File: src/rtl/uart_os_rx_pkg.sv
`timescale 1ns/1ps
// Shared types and helpers for the oversampling receiver.
// Assumes ratio values never exceed 27, so they fit in RATIO_W bits.
package uart_os_rx_pkg;
    localparam int RATIO_W = 5;
    localparam int GUARD_W = 9;
    localparam int DATA_W  = 8;

    typedef enum logic [2:0] {
        ST_IDLE, ST_START, ST_DATA, ST_PAR, ST_STOP1, ST_STOP2
    } rx_state_t;

    // Decode the ratio select code into ticks per bit.
    function automatic logic [RATIO_W-1:0] ratio_of(input logic [2:0] code);
        case (code)
            3'd0:    return RATIO_W'(5);
            3'd1:    return RATIO_W'(7);
            3'd2:    return RATIO_W'(11);
            3'd3:    return RATIO_W'(13);
            3'd4:    return RATIO_W'(16);
            3'd5:    return RATIO_W'(17);
            3'd6:    return RATIO_W'(19);
            default: return RATIO_W'(27);
        endcase
    endfunction

    // Centre index plus optional signed offset, clamped to the bit period.
    function automatic logic [RATIO_W-1:0] sample_point(input logic [RATIO_W-1:0] ratio,
                                                        input logic signed [3:0] shift,
                                                        input logic use_shift);
        int pos;
        int last;
        last = int'(ratio) - 1;
        pos  = last / 2 + (use_shift ? int'(shift) : 0);
        if (pos < 0)
            pos = 0;
        if (pos > last)
            pos = last;
        return RATIO_W'(pos);
    endfunction
endpackage

File: src/rtl/uart_os_rx_sync.sv
`timescale 1ns/1ps
// Line synchronizer and tick-based falling-edge detector.
// Assumes STAGES >= 2; the line idles high, so all flops reset to 1.
module uart_os_rx_sync #(
    parameter int STAGES = 2
) (
    input  logic clk,
    input  logic rst_n,
    input  logic rxd,
    input  logic tick,
    output logic line,
    output logic fall
);
    logic [STAGES-1:0] pipe;
    logic              prev;

    // Move the asynchronous line into the clock domain.
    always_ff @(posedge clk) begin
        if (!rst_n)
            pipe <= '1;
        else
            pipe <= {pipe[STAGES-2:0], rxd};
    end

    // Remember the level seen at the previous tick.
    always_ff @(posedge clk) begin
        if (!rst_n)
            prev <= 1'b1;
        else if (tick)
            prev <= line;
    end

    assign line = pipe[STAGES-1];
    assign fall = tick & prev & ~line;
endmodule

File: src/rtl/uart_os_rx_guard.sv
`timescale 1ns/1ps
// Idle qualifier: after enable, requires `need` consecutive high ticks
// before start edges are trusted. Stays armed until the enable drops.
module uart_os_rx_guard #(
    parameter int GW = 9
) (
    input  logic          clk,
    input  logic          rst_n,
    input  logic          rx_en,
    input  logic          tick,
    input  logic          line,
    input  logic [GW-1:0] need,
    output logic          armed
);
    logic [GW-1:0] run;

    // Count the run of high ticks and arm once it covers a frame.
    always_ff @(posedge clk) begin
        if (!rst_n || !rx_en) begin
            run   <= '0;
            armed <= 1'b0;
        end else if (tick && !armed) begin
            if (!line)
                run <= '0;
            else if (run >= need - GW'(1))
                armed <= 1'b1;
            else
                run <= run + GW'(1);
        end
    end
endmodule

File: src/rtl/uart_os_rx_frame.sv
`timescale 1ns/1ps
// Frame engine: tick counter, start confirmation, data shift, parity and
// stop checks. The configuration is captured at the start edge.
module uart_os_rx_frame
    import uart_os_rx_pkg::*;
(
    input  logic               clk,
    input  logic               rst_n,
    input  logic               rx_en,
    input  logic               tick,
    input  logic               line,
    input  logic               fall,
    input  logic               armed,
    input  logic [RATIO_W-1:0] ratio,
    input  logic [RATIO_W-1:0] point,
    input  logic               len7,
    input  logic               par_on,
    input  logic               par_odd,
    input  logic               stop2,
    output logic [DATA_W-1:0]  rx_data,
    output logic               rx_valid,
    output logic               rx_perr,
    output logic               rx_ferr
);
    rx_state_t          st;
    logic [RATIO_W-1:0] cnt, l_ratio, l_point;
    logic               l_len7, l_par, l_odd, l_stop2;
    logic [2:0]         bitn;
    logic [DATA_W-1:0]  shreg;
    logic               par_acc, ferr_acc;
    logic               at_point, finishing, ferr_now;
    logic [DATA_W-1:0]  data_now;

    // Decode the sample instant and the end-of-frame results.
    always_comb begin
        at_point  = tick && (st != ST_IDLE) && (cnt == l_point);
        finishing = at_point && ((st == ST_STOP2) || (st == ST_STOP1 && !l_stop2));
        ferr_now  = ((st == ST_STOP2) ? ferr_acc : 1'b0) | ~line;
        data_now  = l_len7 ? {1'b0, shreg[DATA_W-1:1]} : shreg;
    end

    // Sequence the frame, one decision per sampling point.
    always_ff @(posedge clk) begin
        if (!rst_n) begin
            st <= ST_IDLE;
            cnt <= '0;
            l_ratio <= RATIO_W'(5);
            l_point <= '0;
            l_len7 <= 1'b0;
            l_par <= 1'b0;
            l_odd <= 1'b0;
            l_stop2 <= 1'b0;
            bitn <= '0;
            shreg <= '0;
            par_acc <= 1'b0;
            ferr_acc <= 1'b0;
        end else if (!rx_en) begin
            st <= ST_IDLE;
        end else if (tick) begin
            if (st == ST_IDLE) begin
                if (fall && armed) begin
                    l_ratio  <= ratio;
                    l_point  <= point;
                    l_len7   <= len7;
                    l_par    <= par_on;
                    l_odd    <= par_odd;
                    l_stop2  <= stop2;
                    cnt      <= RATIO_W'(1);
                    bitn     <= '0;
                    par_acc  <= 1'b0;
                    ferr_acc <= 1'b0;
                    st       <= (point == '0) ? ST_DATA : ST_START;
                end
            end else begin
                cnt <= (cnt == l_ratio - RATIO_W'(1)) ? '0 : cnt + RATIO_W'(1);
                if (at_point) begin
                    unique case (st)
                        ST_START: st <= line ? ST_IDLE : ST_DATA;
                        ST_DATA: begin
                            shreg   <= {line, shreg[DATA_W-1:1]};
                            par_acc <= par_acc ^ line;
                            bitn    <= bitn + 3'd1;
                            if (bitn == (l_len7 ? 3'd6 : 3'd7))
                                st <= l_par ? ST_PAR : ST_STOP1;
                        end
                        ST_PAR: begin
                            par_acc <= par_acc ^ line;
                            st      <= ST_STOP1;
                        end
                        ST_STOP1: begin
                            ferr_acc <= ~line;
                            st       <= l_stop2 ? ST_STOP2 : ST_IDLE;
                        end
                        ST_STOP2: st <= ST_IDLE;
                        default:  st <= ST_IDLE;
                    endcase
                end
            end
        end
    end

    // Publish the character and its flags at the last stop sample.
    always_ff @(posedge clk) begin
        if (!rst_n) begin
            rx_data  <= '0;
            rx_valid <= 1'b0;
            rx_perr  <= 1'b0;
            rx_ferr  <= 1'b0;
        end else begin
            rx_valid <= rx_en && finishing;
            if (rx_en && finishing) begin
                rx_data <= data_now;
                rx_perr <= l_par & (par_acc ^ l_odd);
                rx_ferr <= ferr_now;
            end
        end
    end
endmodule

File: src/rtl/uart_os_rx.sv
`timescale 1ns/1ps
// Oversampling asynchronous receiver top: decodes the configuration and
// connects the synchronizer, the idle guard and the frame engine.
// Assumes smp_en is a clock-enable pulse at the chosen tick rate.
module uart_os_rx
    import uart_os_rx_pkg::*;
#(
    parameter int SYNC_STAGES = 2
) (
    input  logic       clk,
    input  logic       rst_n,
    input  logic       rxd,
    input  logic       smp_en,
    input  logic       rx_en,
    input  logic       cfg_len7,
    input  logic       cfg_par_en,
    input  logic       cfg_par_odd,
    input  logic       cfg_stop2,
    input  logic [2:0] cfg_ratio,
    input  logic [3:0] cfg_shift,
    input  logic       cfg_shift_en,
    output logic [7:0] rx_data,
    output logic       rx_valid,
    output logic       rx_perr,
    output logic       rx_ferr
);
    logic [RATIO_W-1:0] ratio, point;
    logic [3:0]         frame_bits;
    logic [GUARD_W-1:0] need;
    logic               par_on, line, fall, armed;

    // Derive tick ratio, sample index and idle-guard length from the config.
    always_comb begin
        par_on     = cfg_par_en | cfg_par_odd;
        ratio      = ratio_of(cfg_ratio);
        point      = sample_point(ratio, $signed(cfg_shift), cfg_shift_en);
        frame_bits = 4'd2 + (cfg_len7 ? 4'd7 : 4'd8) + {3'b000, par_on} + {3'b000, cfg_stop2};
        need       = GUARD_W'(ratio) * GUARD_W'(frame_bits);
    end

    uart_os_rx_sync #(.STAGES(SYNC_STAGES)) u_sync (
        .clk(clk), .rst_n(rst_n), .rxd(rxd), .tick(smp_en), .line(line), .fall(fall)
    );

    uart_os_rx_guard #(.GW(GUARD_W)) u_guard (
        .clk(clk), .rst_n(rst_n), .rx_en(rx_en), .tick(smp_en), .line(line),
        .need(need), .armed(armed)
    );

    uart_os_rx_frame u_frame (
        .clk(clk), .rst_n(rst_n), .rx_en(rx_en), .tick(smp_en), .line(line),
        .fall(fall), .armed(armed), .ratio(ratio), .point(point), .len7(cfg_len7),
        .par_on(par_on), .par_odd(cfg_par_odd), .stop2(cfg_stop2),
        .rx_data(rx_data), .rx_valid(rx_valid), .rx_perr(rx_perr), .rx_ferr(rx_ferr)
    );
endmodule

File: config.mk
export PLATFORM = sky130hd
export DESIGN_NAME = uart_os_rx
export DESIGN_NICKNAME = d
export VERILOG_FILES = /design/src/rtl/uart_os_rx_pkg.sv /design/src/rtl/uart_os_rx_sync.sv /design/src/rtl/uart_os_rx_guard.sv /design/src/rtl/uart_os_rx_frame.sv /design/src/rtl/uart_os_rx.sv
export SDC_FILE = /design/constraint.sdc
export NUM_CORES = 1
export LEC_CHECK = 0
export BUFFER_PORTS_ARGS = -buffer_cell sky130_fd_sc_hd__buf_4
export CAP_MARGIN = 20
export CORE_ASPECT_RATIO = 2
export CORE_UTILIZATION = 65
export DETAILED_ROUTE_END_ITERATION = 10
export GPL_TIMING_DRIVEN = 0
export HOLD_SLACK_MARGIN = 0.02
export PLACE_DENSITY = 0.8
export SLEW_MARGIN = 10
export SYNTH_ARGS = -nofsm -noshare
export SYNTH_HDL_FRONTEND = slang
export SYNTH_SLANG_ARGS = --single-unit
File: constraint.sdc
create_clock -name clk -period 14.9 [get_ports clk]
set_input_delay 2.98 -clock clk [delete_from_list [all_inputs] [get_ports clk]]
set_output_delay 2.98 -clock clk [all_outputs]
set_load 0.01 [all_outputs]
==> summary by stage <==
Route
The DRC violation count after routing is 0. The wire length after detailed routing is 12.1 mm. The remaining antenna violation count is 0.

The number of design-rule violations left by the first detailed-router iteration is 301. After detailed routing, the number of vias per cell comes to 5.73. The via count of the routed design is 4363. Before antenna repair, the detailed router went through 5 iterations. The post-detailed-route wirelength per cell is 15.9 microns.

Die
The initial standard-cell utilization of the core is 67.0%. The die boundary width is 64.6 microns. For this design the top-level I/O count stands at 28.

The floorplan core area is 7600 sq um. In this run the vertical extent of the chip is 127 microns. Row generation in the floorplan step produced 45 rows. The full die area is 8210 sq um.

Layout
The area growth from synthesis to layout is 14.5%. The finished layout holds 761 standard cells, fillers aside. Once layout is complete, the utilization of the core stands at 76.7%. The sequential cell area is 1180 sq um. Summing all multi-input logic gate instances after layout gives 3750 sq um.

The filler cells instantiated in the layout total 576. In the final layout, the share of cells above drive strength 1 is 7.80%. The number of antenna diodes is 0. The final layout contains 762 nets.

Run status
The run finished with clean final reports.

Synth
The yosys synthesis warning count is 0. The share of flip-flops with an asynchronous set or reset after synthesis is 0%. The flop and latch count out of synthesis is 59.

After synthesis the cells add up to 5090 sq um. The count of flip-flops with a built-in enable after synthesis is 0. After synthesis, the largest area contributor takes up 23.2% of total cell area.

The mean instance size in the synthesized netlist is 8.54 sq um. The prevailing post-synth register cell is dfxtp_1. In this run, distinct cell masters in the synthesized netlist total 51. Counting every instance in the synthesized netlist gives 596. By area the synthesized netlist is led by dfxtp_1 23%, ha_1 15%, fa_1 8.6%.

The sequential fraction of the synthesis area is 23.2%. The cell type with the highest aggregate area in the netlist is dfxtp_1.

Power and ir drop
Across the VDD grid, the largest voltage drop is 0.0000748 V. The completed layout was analyzed and its total power is 0.541 mW. Power spread over the standard cell area amounts to 92.7 nW/um^2.

For this design the static power due to leakage is 2.69 nW.

Timing
The hold violation count in the final report is 0. The final setup violation count is 0. On the final layout, the worst clock skew is 0.00433 ns. The sum of negative setup slack is 0 ns. The slew at the pin closest to its max-slew limit is 0.767 ns. The number of max-slew violations in the final report is 0. Setup repair after global routing left no endpoint under its margin.

Dividing the final minimum period by the clock period gives 63.3%. The highest attainable clock frequency is 0.106 GHz. The smallest clock period supported by the final layout is computed as 9.44 ns. The worst pin sits at a relative slew slack of 48.5%.

GRT
The overall global routing resource usage is 32.4%. The number of antenna violations at the first check in global routing is 0. The via count of the first global-routing pass is 4690. The largest net degree at the start of global routing is 14.

The first global-routing pass estimated 20.5 mm of wire. For this run the aggregate overflow at the end of global routing stands at 0.

Clock tree
The tree built by TritonCTS fans out to 59 sinks. The register clock-pin slew on the reported worst setup and hold paths is 0.05 ns. The source-to-sink clock delay at the later pin of the worst-skew pair is 0.33 ns.

CTS built an H-tree with a depth of 3. The number of buffers inserted by hold repair at cts is 0. The library cell used as clock root buffer is clkbuf_16. The number of CTS-inserted buffers is 9. The number of buffers on the longest clock path is 2.

The TritonCTS clock tree is built. The post-CTS setup-driven buffer insertion count is 0. Post-CTS repair changed the size of 0 cells.

Placement
The final HPWL from detailed placement is 9.80 mm. The number of placed instances, taps included, is 746. The count of port buffers added during placement is 25.

The weighted congestion reported at the end of routability-driven placement is 0.911.

Setup path
The critical path launch point type is an input pin. The family of cells with the greatest summed delay on the critical path is compound AO/OA/AOI/OAI gates. The critical path in this run is classified as input pin to flip-flop. On the worst path, the slowest cell contributes a delay of 0.47 ns. The required arrival time at the worst endpoint is 15.12 ns. The reg-to-reg setup timing slack is 12.21 ns. The combined buffer and inverter count along the critical path is 9. STA puts the critical path data arrival time at 9.66 ns. The most numerous cell type found on the critical path is inv_1. The maximum fanout along the worst path is 10. The slowest stage cell on the critical path is fa_1. The kind of end point of the critical path is a flip-flop.

Run
The reported max-cap violation count is 0.

Hold path
The path type of the worst min-delay path is flip-flop to flip-flop.
-- final cells by class --
cell class | count | share of cell area [%]
plain buffers | 24 | 1.65
clock buffers | 10 | 4.10
clock inverters | 5 | 1.33
inverters | 48 | 3.09
multi-input cells | 496 | 64.3
flip-flops and latches | 59 | 20.3
well taps | 94 | 2.02
repair buffers | 25 | 3.22
-- per-stage QoR --
stage | hold WS [ns] | worst slack (ns) | instance area, sq um
floorplan | 0.386 | 6.28 | 5210
detailed placement | 0.412 | 5.14 | 5510
CTS | 0.424 | 5.45 | 5830
finish | 0.424 | 5.46 | 5830
global route | 0.450 | 4.87 | 5830
global placement | 0.394 | 5.24 | 5510
-- Yosys cell counts (all sizes together) (3+ instances only) --
cell type and n:
a211oi 5, o211ai 8, nand4 6, nand2b 11, xnor2 16, or3 9
nor2b 33, xor2 15, a211o 4, and3 3, o211a 11, a31oi 4
o21ai 22, nor4 3, a21boi 11, fa 22, inv 48, nor2 34
buf 3, a2111oi 4, dfxtp 59, o21bai 5, nor3 9, clkbuf 21
mux2i 23, nand2 54, a21oi 30, ha 60, a21o 14, and2 15
nand3 14
-- cells by family (layout without fill, tap and decap cells) --
group           count (synthesis)  in the layout  synth area share, %
simple gates                  198            198                 20.1
compound gates                127            127                 17.4
fa+ha+maj                      82             82                 23.4
buf+inv                        72            112                 5.43
flops                          59             59                 23.2
xor+xnor                       31             31                 5.33
mux                            25             25                 4.96
other cells                     2             33                0.147
-- layout by cell type (no fill, tap or decap), types with 3 or more instances in the layout --
master	count
fa_1	22
nand4_1	5
inv_1	48
conb_1	33
or3_1	9
a21o_1	14
and2_1	15
a31oi_1	4
nand3_1	14
nor2_1	33
buf_4	26
xnor2_1	16
nand2b_1	11
a211oi_1	5
nor2b_1	33
a211o_1	4
mux2i_1	23
nor3_1	9
clkbuf_1	21
clkbuf_16	9
dfxtp_1	59
o211ai_1	8
ha_1	60
o211a_1	11
nand2_1	54
o21bai_1	5
and3_1	3
xor2_1	15
a21boi_0	9
o21ai_0	22
a2111oi_0	3
a21oi_1	30
-- layer usage --
metal | GRT usage (%) | wire [microns] | share of wire, %
met5 | 0 | 0 | 0
met4 | 15.2 | 355 | 2.9
met3 | 4.64 | 284 | 2.3
met2 | 67.9 | 7400 | 61
met1 | 27.9 | 4070 | 34
-- where the power goes --
part           total (mW)  internal (mW)  leakage, nW  switching, mW
registers           0.159          0.159        0.476       0.000288
clock network       0.221          0.149        0.154         0.0714
logic               0.161         0.0683         2.06         0.0930
total               0.541          0.376         2.69          0.165
-- sequential cells by signal, indices dropped and copies added (netlist names), 2 cells and up --
| signal | cells |
|---|---|
| u_guard.run | 9 |
| u_frame.rx_data | 8 |
| u_frame.shreg | 8 |
| u_frame.cnt | 5 |
| u_frame.l_point | 5 |
| u_frame.l_ratio | 5 |
| u_frame.bitn | 3 |
| u_frame.st | 3 |
| u_sync.pipe | 2 |
-- worst paths after layout --
path | start | depth (start not counted) | endpoint
hold reg to reg | u_sync.pipe[0] | 1 | u_sync.pipe[1]
setup / recovery | cfg_ratio[2] | 28 | u_frame.st[0]
setup reg to reg | u_frame.cnt[2] | 9 | u_frame.rx_data[6]
hold / removal | u_sync.pipe[0] | 1 | u_sync.pipe[1]
Note: power is estimated with default switching activity, not from simulation.
